===== config.mk =====
export PLATFORM = sky130hd
export DESIGN_NAME = spk_router
export DESIGN_NICKNAME = d
export VERILOG_FILES = /design/src/rtl/spk_route_pkg.sv /design/src/rtl/spk_src_fifo.sv /design/src/rtl/spk_route_table.sv /design/src/rtl/spk_burst_seq.sv /design/src/rtl/spk_aer_tx.sv /design/src/rtl/spk_router.sv
export SDC_FILE = /design/constraint.sdc
export NUM_CORES = 2
export LEC_CHECK = 0
export BUFFER_PORTS_ARGS = -buffer_cell sky130_fd_sc_hd__buf_4
export CAP_MARGIN = 40
export CORE_MARGIN = 10
export CORE_UTILIZATION = 30
export DETAILED_ROUTE_END_ITERATION = 6
export PLACE_DENSITY = 0.47
export SETUP_SLACK_MARGIN = 0.2
export SLEW_MARGIN = 20
export SYNTH_ARGS = -nofsm -noshare
export SYNTH_HDL_FRONTEND = slang
export SYNTH_SLANG_ARGS = --single-unit

===== constraint.sdc =====
create_clock -name clk -period 3.9 [get_ports clk]
set_input_delay 0.78 -clock clk [delete_from_list [all_inputs] [get_ports clk]]
set_output_delay 0.78 -clock clk [all_outputs]
set_load 0.05 [all_outputs]

===== src/rtl/spk_route_pkg.sv =====
package spk_route_pkg;

    localparam int ADDR_W = 6;
    localparam int N_SRC  = 1 << ADDR_W;
    localparam int ENT_W  = 8;
    localparam int N_ENT  = 1 << ENT_W;
    localparam int CNT_W  = 8;
    localparam int CFG_DW = CNT_W + ENT_W;

    typedef struct packed {
        logic              inh;
        logic [ADDR_W-1:0] addr;
    } spk_evt_t;

    typedef struct packed {
        logic [CNT_W-1:0] len;
        logic [ENT_W-1:0] start;
    } route_ptr_t;

    typedef enum logic {
        SEL_PTR = 1'b0,
        SEL_ENT = 1'b1
    } cfg_sel_e;

    typedef enum logic [1:0] {
        TX_IDLE,
        TX_REQ,
        TX_REL
    } tx_state_e;

    typedef enum logic {
        EX_IDLE,
        EX_BURST
    } ex_state_e;

    function automatic spk_evt_t word_to_evt(input logic [CFG_DW-1:0] w);
        return spk_evt_t'(w[ADDR_W:0]);
    endfunction

    function automatic route_ptr_t word_to_ptr(input logic [CFG_DW-1:0] w);
        return route_ptr_t'(w);
    endfunction

endpackage


===== src/rtl/spk_src_fifo.sv =====
module spk_src_fifo #(
    parameter int DEPTH = 4,
    parameter int W     = 6
) (
    input  logic         clk,
    input  logic         rst,
    input  logic         push,
    input  logic [W-1:0] push_data,
    input  logic         pop,
    output logic [W-1:0] head,
    output logic         empty,
    output logic         full
);
    localparam int PTR_W = (DEPTH > 1) ? $clog2(DEPTH) : 1;
    localparam int OCC_W = $clog2(DEPTH + 1);
    localparam logic [PTR_W-1:0] LAST = PTR_W'(DEPTH - 1);

    logic [W-1:0]     store [DEPTH];
    logic [PTR_W-1:0] wr_ptr, rd_ptr;
    logic [OCC_W-1:0] occ;
    logic             do_push, do_pop;

    assign empty   = (occ == '0);
    assign full    = (occ == OCC_W'(DEPTH));
    assign do_push = push && !full;
    assign do_pop  = pop && !empty;
    assign head    = store[rd_ptr];

    always_ff @(posedge clk) begin
        if (do_push) store[wr_ptr] <= push_data;
    end

    always_ff @(posedge clk) begin
        if (rst) begin
            wr_ptr <= '0;
            rd_ptr <= '0;
            occ    <= '0;
        end else begin
            if (do_push) wr_ptr <= (wr_ptr == LAST) ? '0 : wr_ptr + 1'b1;
            if (do_pop)  rd_ptr <= (rd_ptr == LAST) ? '0 : rd_ptr + 1'b1;
            case ({do_push, do_pop})
                2'b10:   occ <= occ + 1'b1;
                2'b01:   occ <= occ - 1'b1;
                default: occ <= occ;
            endcase
        end
    end

    a_r5_push_counts: assert property (@(posedge clk) disable iff (rst)
        (push && !full && !pop) |=> (occ == $past(occ) + 1'b1));
    a_r5_no_overflow: assert property (@(posedge clk) disable iff (rst)
        occ <= OCC_W'(DEPTH));

endmodule


===== src/rtl/spk_route_table.sv =====
module spk_route_table
    import spk_route_pkg::*;
(
    input  logic              clk,
    input  logic              rst,
    input  logic              cfg_we,
    input  logic              cfg_sel,
    input  logic [ENT_W-1:0]  cfg_addr,
    input  logic [CFG_DW-1:0] cfg_wdata,
    input  logic [ADDR_W-1:0] ptr_raddr,
    output route_ptr_t        ptr_rd,
    input  logic [ENT_W-1:0]  ent_raddr,
    output spk_evt_t          ent_rd
);
    route_ptr_t ptr_mem [N_SRC];
    spk_evt_t   ent_mem [N_ENT];

    logic ptr_we, ent_we;
    assign ptr_we = cfg_we && (cfg_sel_e'(cfg_sel) == SEL_PTR);
    assign ent_we = cfg_we && (cfg_sel_e'(cfg_sel) == SEL_ENT);

    always_ff @(posedge clk) begin
        if (rst) begin
            for (int i = 0; i < N_SRC; i++) ptr_mem[i] <= '0;
        end else if (ptr_we) begin
            ptr_mem[cfg_addr[ADDR_W-1:0]] <= word_to_ptr(cfg_wdata);
        end
    end

    always_ff @(posedge clk) begin
        if (ent_we) ent_mem[cfg_addr] <= word_to_evt(cfg_wdata);
    end

    assign ptr_rd = ptr_mem[ptr_raddr];
    assign ent_rd = ent_mem[ent_raddr];

endmodule


===== src/rtl/spk_burst_seq.sv =====
module spk_burst_seq
    import spk_route_pkg::*;
(
    input  logic             clk,
    input  logic             rst,
    input  logic             fifo_empty,
    output logic             fifo_pop,
    input  route_ptr_t       ptr_rd,
    input  spk_evt_t         ent_rd,
    output logic [ENT_W-1:0] ent_idx,
    input  logic             ext_valid,
    input  spk_evt_t         ext_evt,
    output logic             ext_ready,
    input  logic             tx_ready,
    output logic             out_valid,
    output spk_evt_t         out_evt
);
    ex_state_e        state;
    logic [ENT_W-1:0] idx;
    logic [CNT_W-1:0] remain;

    assign ent_idx = idx;

    always_comb begin
        fifo_pop  = 1'b0;
        ext_ready = 1'b0;
        out_valid = 1'b0;
        out_evt   = ent_rd;
        case (state)
            EX_IDLE: begin
                if (ext_valid) begin
                    out_valid = 1'b1;
                    out_evt   = ext_evt;
                    ext_ready = tx_ready;
                end else begin
                    fifo_pop = !fifo_empty;
                end
            end
            default: out_valid = 1'b1;
        endcase
    end

    always_ff @(posedge clk) begin
        if (rst) begin
            state  <= EX_IDLE;
            idx    <= '0;
            remain <= '0;
        end else begin
            case (state)
                EX_IDLE: begin
                    if (fifo_pop) begin
                        idx    <= ptr_rd.start;
                        remain <= ptr_rd.len;
                        if (ptr_rd.len != '0) state <= EX_BURST;
                    end
                end
                default: begin
                    if (tx_ready) begin
                        idx    <= idx + 1'b1;
                        remain <= remain - 1'b1;
                        if (remain == CNT_W'(1)) state <= EX_IDLE;
                    end
                end
            endcase
        end
    end

    a_r3_burst_nonempty: assert property (@(posedge clk) disable iff (rst)
        (state == EX_BURST) |-> (remain != '0));

endmodule


===== src/rtl/spk_aer_tx.sv =====
module spk_aer_tx
    import spk_route_pkg::*;
(
    input  logic              clk,
    input  logic              rst,
    input  logic              in_valid,
    input  spk_evt_t          in_evt,
    output logic              in_ready,
    output logic              ev_req,
    output logic [ADDR_W-1:0] ev_addr,
    output logic              ev_inh,
    input  logic              ev_ack_n
);
    tx_state_e state;
    spk_evt_t  held;

    assign in_ready = (state == TX_IDLE);
    assign ev_req   = (state == TX_REQ);
    assign ev_addr  = held.addr;
    assign ev_inh   = held.inh;

    always_ff @(posedge clk) begin
        if (rst) begin
            state <= TX_IDLE;
            held  <= '0;
        end else begin
            case (state)
                TX_IDLE: if (in_valid) begin
                    held  <= in_evt;
                    state <= TX_REQ;
                end
                TX_REQ:  if (!ev_ack_n) state <= TX_REL;
                default: if (ev_ack_n)  state <= TX_IDLE;
            endcase
        end
    end

    a_r4_data_stable: assert property (@(posedge clk) disable iff (rst)
        (ev_req && $past(ev_req)) |-> ($stable(ev_addr) && $stable(ev_inh)));
    a_r4_release: assert property (@(posedge clk) disable iff (rst)
        (ev_req && !ev_ack_n) |=> !ev_req);
    a_r4_wait_ack_high: assert property (@(posedge clk) disable iff (rst)
        (!ev_req && $past(ev_req) && !ev_ack_n) |=> !ev_req);

endmodule


===== src/rtl/spk_router.sv =====
module spk_router
    import spk_route_pkg::*;
#(
    parameter int FIFO_DEPTH = 4
) (
    input  logic              clk,
    input  logic              rst,
    input  logic              src_valid,
    input  logic [ADDR_W-1:0] src_addr,
    output logic              src_ready,
    output logic              mon_valid,
    output logic [ADDR_W-1:0] mon_addr,
    input  logic              ext_valid,
    input  logic [ADDR_W-1:0] ext_addr,
    input  logic              ext_inh,
    output logic              ext_ready,
    input  logic              cfg_we,
    input  logic              cfg_sel,
    input  logic [ENT_W-1:0]  cfg_addr,
    input  logic [CFG_DW-1:0] cfg_wdata,
    output logic              ev_req,
    output logic [ADDR_W-1:0] ev_addr,
    output logic              ev_inh,
    input  logic              ev_ack_n
);
    logic              fifo_empty, fifo_full, fifo_pop;
    logic [ADDR_W-1:0] fifo_head;
    route_ptr_t        ptr_rd;
    spk_evt_t          ent_rd, ext_evt, seq_evt;
    logic [ENT_W-1:0]  ent_idx;
    logic              seq_valid, tx_ready;

    assign src_ready = !fifo_full;
    assign ext_evt   = '{inh: ext_inh, addr: ext_addr};

    spk_src_fifo #(.DEPTH(FIFO_DEPTH), .W(ADDR_W)) u_fifo (
        .clk(clk), .rst(rst),
        .push(src_valid), .push_data(src_addr),
        .pop(fifo_pop), .head(fifo_head),
        .empty(fifo_empty), .full(fifo_full)
    );

    spk_route_table u_table (
        .clk(clk), .rst(rst),
        .cfg_we(cfg_we), .cfg_sel(cfg_sel), .cfg_addr(cfg_addr), .cfg_wdata(cfg_wdata),
        .ptr_raddr(fifo_head), .ptr_rd(ptr_rd),
        .ent_raddr(ent_idx), .ent_rd(ent_rd)
    );

    spk_burst_seq u_seq (
        .clk(clk), .rst(rst),
        .fifo_empty(fifo_empty), .fifo_pop(fifo_pop),
        .ptr_rd(ptr_rd), .ent_rd(ent_rd), .ent_idx(ent_idx),
        .ext_valid(ext_valid), .ext_evt(ext_evt), .ext_ready(ext_ready),
        .tx_ready(tx_ready), .out_valid(seq_valid), .out_evt(seq_evt)
    );

    spk_aer_tx u_tx (
        .clk(clk), .rst(rst),
        .in_valid(seq_valid), .in_evt(seq_evt), .in_ready(tx_ready),
        .ev_req(ev_req), .ev_addr(ev_addr), .ev_inh(ev_inh), .ev_ack_n(ev_ack_n)
    );

    always_ff @(posedge clk) begin
        if (rst) begin
            mon_valid <= 1'b0;
            mon_addr  <= '0;
        end else begin
            mon_valid <= src_valid && src_ready;
            if (src_valid && src_ready) mon_addr <= src_addr;
        end
    end

    a_r7_mirror: assert property (@(posedge clk) disable iff (rst)
        (src_valid && src_ready) |=> (mon_valid && mon_addr == $past(src_addr)));
    a_r6_inject_out: assert property (@(posedge clk) disable iff (rst)
        (ext_valid && ext_ready) |=>
            (ev_req && ev_addr == $past(ext_addr) && ev_inh == $past(ext_inh)));

endmodule


### Word level (Yosys, flattened, before mapping)

Memory sizes are Yosys's and may differ from the RTL's. A register that Yosys moved wholly into a read port is not among the register bits.
Cells that the tools add are included.

| storage, ports and cells | value |
|---|---|
| memory bits (writable) | 2,840 |
| input bits | 44 |
| logic and storage cells | 89 |
| memories kept | 3 |
| output and inout port bits | 17 |
| register bits after elaboration | 40 |

| cells by class | value |
|---|---|
| equal/unequal tests | 10 |
| reductions and logical operators | 16 |
| muxes and demuxes | 42 |
| add/sub/neg operators | 6 |
| bitwise gates (word level) | 1 |

Memories:

| name | depth | width | read ports | clocked after Yosys merged registers in | wr ports | line | source |
|---|---|---|---|---|---|---|---|
| u_table.ent_mem | 256 | 7 | 1 | 1 | 1 | spk_route_table.sv:16 | `spk_evt_t ent_mem [N_ENT];` |
| u_table.ptr_mem | 64 | 16 | 1 | 0 | 64 | spk_route_table.sv:15 | `route_ptr_t ptr_mem [N_SRC];` |
| u_fifo.store | 4 | 6 | 1 | 1 | 1 | spk_src_fifo.sv:18 | `logic [W-1:0] store [DEPTH];` |

Operators by type and width:

| kind | count |
|---|---|
| 8-bit 2-to-1 mux | 8 |
| 1-bit 2-to-1 mux | 21 |
| 16-bit 2-to-1 mux | 1 |
| 16-bit OR reduction | 1 |
| 2-bit 2-to-1 mux | 7 |
| 7-bit 2-to-1 mux | 2 |
| 8-bit by 1-bit adder with 8-bit output (second input constant) | 1 |
| 8-bit by 1-bit equality test with 1-bit output (second input constant) | 1 |
| 8-bit nonzero test | 1 |
| 8-bit by 1-bit subtractor with 8-bit output (second input constant) | 1 |
| 2-bit equality test (second input constant) | 3 |
| 6-bit 2-to-1 mux | 1 |
| 3-bit case mux with 2 select lines | 1 |
| 2-bit by 1-bit adder with 2-bit output (second input constant) | 2 |
| 2-bit by 1-bit equality test with 1-bit output (second input constant) | 2 |
| 1-bit logical AND | 4 |
| 2-bit inequality test (second input constant) | 2 |
| 2-bit case mux with 2 select lines | 1 |
| 2-bit AND reduction | 2 |
| 2-bit nonzero test | 2 |
| 3-bit by 1-bit adder with 3-bit output (second input constant) | 1 |
| 3-bit equality test (second input constant) | 1 |
| 3-bit logical NOT | 1 |
| 3-bit AND reduction | 1 |
| other kinds (6) | 7 |

### Logic depth before layout (Yosys ltp)

| depth | value |
|---|---|
| word-level depth | 8 |
| gate-level depth with buffers | 14 |

### Hierarchy

Synthesis repeated with hierarchy kept, for this count alone.

| unflattened totals | value |
|---|---|
| cells, all modules | 6,470 |
| area, all modules | 119,462.1 um^2 |

By module, submodules not included:

| module | area each (um^2) | instances | cells an instance |
|---|---|---|---|
| spk_route_table | 116,290.3 | 1 | 6,172 |
| spk_src_fifo | 1,370.1 | 1 | 83 |
| spk_burst_seq | 1,166.1 | 1 | 146 |
| spk_aer_tx | 330.3 | 1 | 40 |
| spk_router | 305.3 | 1 | 29 |

### Worst setup path after synthesis

OpenSTA, ideal clock, no wires.

| path | value |
|---|---|
| path kind | reg2reg |
| from | register (tool-made name) |
| to | register u_tx.held (netlist bit u_tx.ev_addr[1]) |
| period minus slack after synthesis | 3,184 ps |
| stages on the path, launching flop included | 11 |
| data arrival time | 3,052 ps |
| setup slack | 716 ps |
| path buffers | 2 |
| required time | 3,768 ps |
| cell sequence | dfxtp_1 > buf_2 > clkbuf_1 > mux4_2 > mux4_2 > mux4_2 > nor2b_1 > a211oi_1 > a211oi_1 > a211oi_1 > nor3_1 |

RTL lines:

| element | line | source |
|---|---|---|
| to (signal assigned) | spk_aer_tx.sv:29 | `held <= in_evt;` |
| to (decl) | spk_aer_tx.sv:15 | `spk_evt_t held;` |

==> flow_summary.ini <==
[cells_and_area]
fin_area_sq_um = 141000
final_cells = 12598
most-common-layout-cells = edfxtp_1 (2,840), and2_1 (1,032), mux4_2 (723), buf_4 (471), nor2_1 (384)
final_common_cell = edfxtp_1
final_util_pct = 35.2
area_delta_synth_final_pct = 17.1
drive_above_1_share_pct = 25.7
final_nets = 7122
fill_cells = 37447

[power]
power_switching_w = 0.0263
clockPowerShare_pct = 33.4
power-per-cell-area_nw_per_um2 = 625
peakVddDrop_v = 0.000375
p_total_w = 0.0879
p_int_w = 0.0616
p_seq_share_pct = 40.3
power_switching_share_pct = 29.9
pwr-share-comb_pct = 26.4
p_leak_nw = 45.2

[yosys]
syn_area_sq_um = 120000
yosysSeqAreaShare_pct = 71.9
synth-simple-area-share_pct = 8.98
synth.distinct_cells = 59
synth_edf_count = 2840
synth_compound_area_share_pct = 1.49
synth.net_count = 6721
async_flop_share_pct = 0
synth_seq_cells = 2890
synth_warnings = 0
synth-adder-area-share_pct = 0.110
synthMuxAreaShare_pct = 15.7
synthCells = 6667
synth_top_family_by_area = multiplexers
synthFlopType = edfxtp_1
synth_xor_area_share_pct = 0.0292
syn_area_per_cell_sq_um = 18.0

[cts]
cts.clk_slew.worst_paths_ns = 0.06
cts_made_buffers = 322
htree_levels = 5
cts-root-buf = clkbuf_16
cts_tree = built
clockBufferDepth = 4
clock_latency_ns = 0.94
clock-sinks = 2890

[die]
die_h_um = 653
start_util_pct = 30.1
die_w_um = 653
pin_count = 61
rows = 232
die-area_sq_um = 426000
fp.coreArea_sq_um = 399000

[detailed_routing]
met3_length_um = 17800
vias_per_cell = 4.97
wl_um = 356000
routed.top_layer = met4
drtPass1Iterations = 7
route.vias.total = 62562
wl_met2_um = 176000
drc = 2
routedLengthMet1_um = 152000
drt-wirelength-per-cell_um = 28.3
dr.first_iter.drc_count = 5988
ant_nets = 0

[worst_setup_path]
crit_path_max_fanout = 16
crit_type = reg2reg
critPathArrivalTime_ns = 4.48
worstPathRequired_ns = 4.69
cp-start-kind = register
end_kind = register
slowest_stage = mux4_4
crit_chain = mux4_4, buf_4, bufbuf_16, buf_4, mux2i_1, mux2i_1, nor3_1, nor4_1, a31oi_1, o21ai_0, and3b_1, a21oi_1
cpPeakStageDelay_ns = 0.80

[placement]
dpl.hpwl_um = 222000
dpl_worst_slack_ns = -0.175
place_area_sq_um = 130000
dpl.cell_count = 11965
numPortBuffers = 60
routabilityCongestion = 0.859

[status]
violations = design-rule violations
status = finished, violations left

[global_routing]
grt.total_usage_pct = 16.2
grt_pass1_vias = 64177
antenna_found_initial = 27
grt-ovfl-total = 0
grt_max_degree = 113
grt_pass1_wl_um = 503000

[sta]
slew_headroom_pct = 37.1
slew_violations = 0
max_clock_freq_mhz = 270
fin_crit_sh_pct = 94.8
rsz0062_at_grt = yes
setup_viol = 0
worst_pin_slew_ns = 0.943
period_needed_ns = 3.70
finalHoldViolations = 0
clock_skew_ns = 0.0543
fin_ws_ns = 0.203

[job]
maxCapViolCount = 0

[min_path]
min_path_type = in2reg
==> flip-flops by register name, summed over array words and instances (netlist names), named ones only <==
name	flops
u_seq.state	1
u_seq.remain	8
u_table.ptr_mem	1024
u_table.ent_mem	1792
u_tx.state	2
u_fifo.rd_ptr	2
mon_valid	1
u_seq.ent_idx	8
u_fifo.occ	3
u_fifo.wr_ptr	2
u_fifo.store	24
u_tx.ev_addr	6
mon_addr	6
u_tx.ev_inh	1
==> per-layer routing <==
layer  global-route usage, %  vias up
met2                    27.4     1755
met4                    4.49        0
met5                       0        -
li1                        -    26809
met3                    2.40      532
met1                    21.8    33466
==> cell usage after synthesis (4+ instances only) <==
| library cell | count | area (sq um) |
|---|---|---|
| clkbuf_1 | 331 | 1240 |
| buf_2 | 98 | 490 |
| dfxtp_1 | 50 | 1000 |
| a311oi_1 | 10 | 87.6 |
| mux2i_1 | 234 | 2340 |
| o21ai_0 | 18 | 90.1 |
| nand3_1 | 96 | 480 |
| a2111oi_0 | 5 | 43.8 |
| or2_2 | 67 | 419 |
| buf_6 | 7 | 78.8 |
| a22oi_1 | 15 | 113 |
| a32oi_1 | 32 | 280 |
| nor4_1 | 5 | 31.3 |
| ha_1 | 9 | 113 |
| a21oi_1 | 54 | 270 |
| nand2_1 | 317 | 1190 |
| a31oi_1 | 17 | 106 |
| nand2b_1 | 7 | 43.8 |
| nor3b_1 | 4 | 30.0 |
| a211oi_1 | 53 | 398 |
| nor2_1 | 384 | 1440 |
| inv_1 | 11 | 41.3 |
| nor2b_1 | 46 | 288 |
| and3_1 | 7 | 43.8 |
| a221oi_1 | 7 | 61.3 |
| buf_1 | 50 | 188 |
| edfxtp_1 | 2840 | 85300 |
| o32ai_1 | 4 | 35.0 |
| nor3_1 | 26 | 130 |
| o2111ai_1 | 8 | 70.1 |
| buf_4 | 11 | 82.6 |
| mux4_2 | 726 | 16400 |
| mux2_2 | 17 | 191 |
| or3_1 | 4 | 25.0 |
| and2_1 | 1032 | 6460 |
| o22ai_1 | 6 | 37.5 |
| nand4_1 | 24 | 150 |
==> power by group through the flow <==
stage | sequential (W) | combinational, W | clock (W)
after floorplan | 0.0358 | 0.0129 | 0
after global placement | 0.0361 | 0.0225 | 0
after detailed placement | 0.0360 | 0.0226 | 0
after CTS | 0.0354 | 0.0232 | 0.0300
after global routing | 0.0354 | 0.0242 | 0.0311
final | 0.0354 | 0.0232 | 0.0293
==> kinds of logic after synthesis <==
kind of cell	Yosys count
multiplexers	977
XOR/XNOR	4
AND/OR/NAND/NOR	2025
AO/OA/AOI/OAI	253
adder cells (fa/ha/maj)	10
flip-flops	2890
buffers and inverters	508
==> worst max-delay path, delay by kind of cell (launching register included) <==
family | cells | cell delay (ns)
buffers and inverters | 3 | 0.73
DFF | 1 | 0.41
muxes | 3 | 1.15
and+or+nand+nor | 3 | 0.76
AOI/OAI and AO/OA | 3 | 0.53
==> stage by stage <==
step	hold slack (ns)	setup TNS [ns]
floorplan	0.454	0
global placement	0.447	-2.70
detailed placement	0.452	-0.421
CTS	0.00550	0
global route	0.0368	0
finish	0.103	0
==> cell type report <==
class                           count  area (sq um)  area share (%)
Inverter                           11          41.3          0.0294
Sequential cell                  2890         86300            61.4
Tap cell                         5265          6590            4.69
Timing Repair Buffer              574          5620            4.00
Antenna cell                        9          22.5          0.0160
Clock inverter                    182          1500            1.07
Clock buffer                      398          8510            6.06
Multi-Input combinational cell   3269         31900            22.7
==> final timing paths <==
path	from	endpoint	slack, ns	cells after the start
setup / recovery	u_fifo.store[3][0]	u_seq.state	0.20	12
hold / removal	src_addr[2]	u_fifo.store[2][2]	0.10	1
setup reg to reg	u_fifo.store[3][0]	u_seq.state	0.20	12
hold reg to reg	mon_addr[0]	mon_addr[0]	0.46	2
==> timing repair <==
action,in CTS,in global routing
hold buffers,1,0
buffers inserted,12,15
resized for setup,34,34
endpoints found under the setup margin,20,20
hold endpoints to repair,1,0
gates cloned,6,3
pin swaps,5,3
No activity file was read; power rests on OpenSTA's default activity.
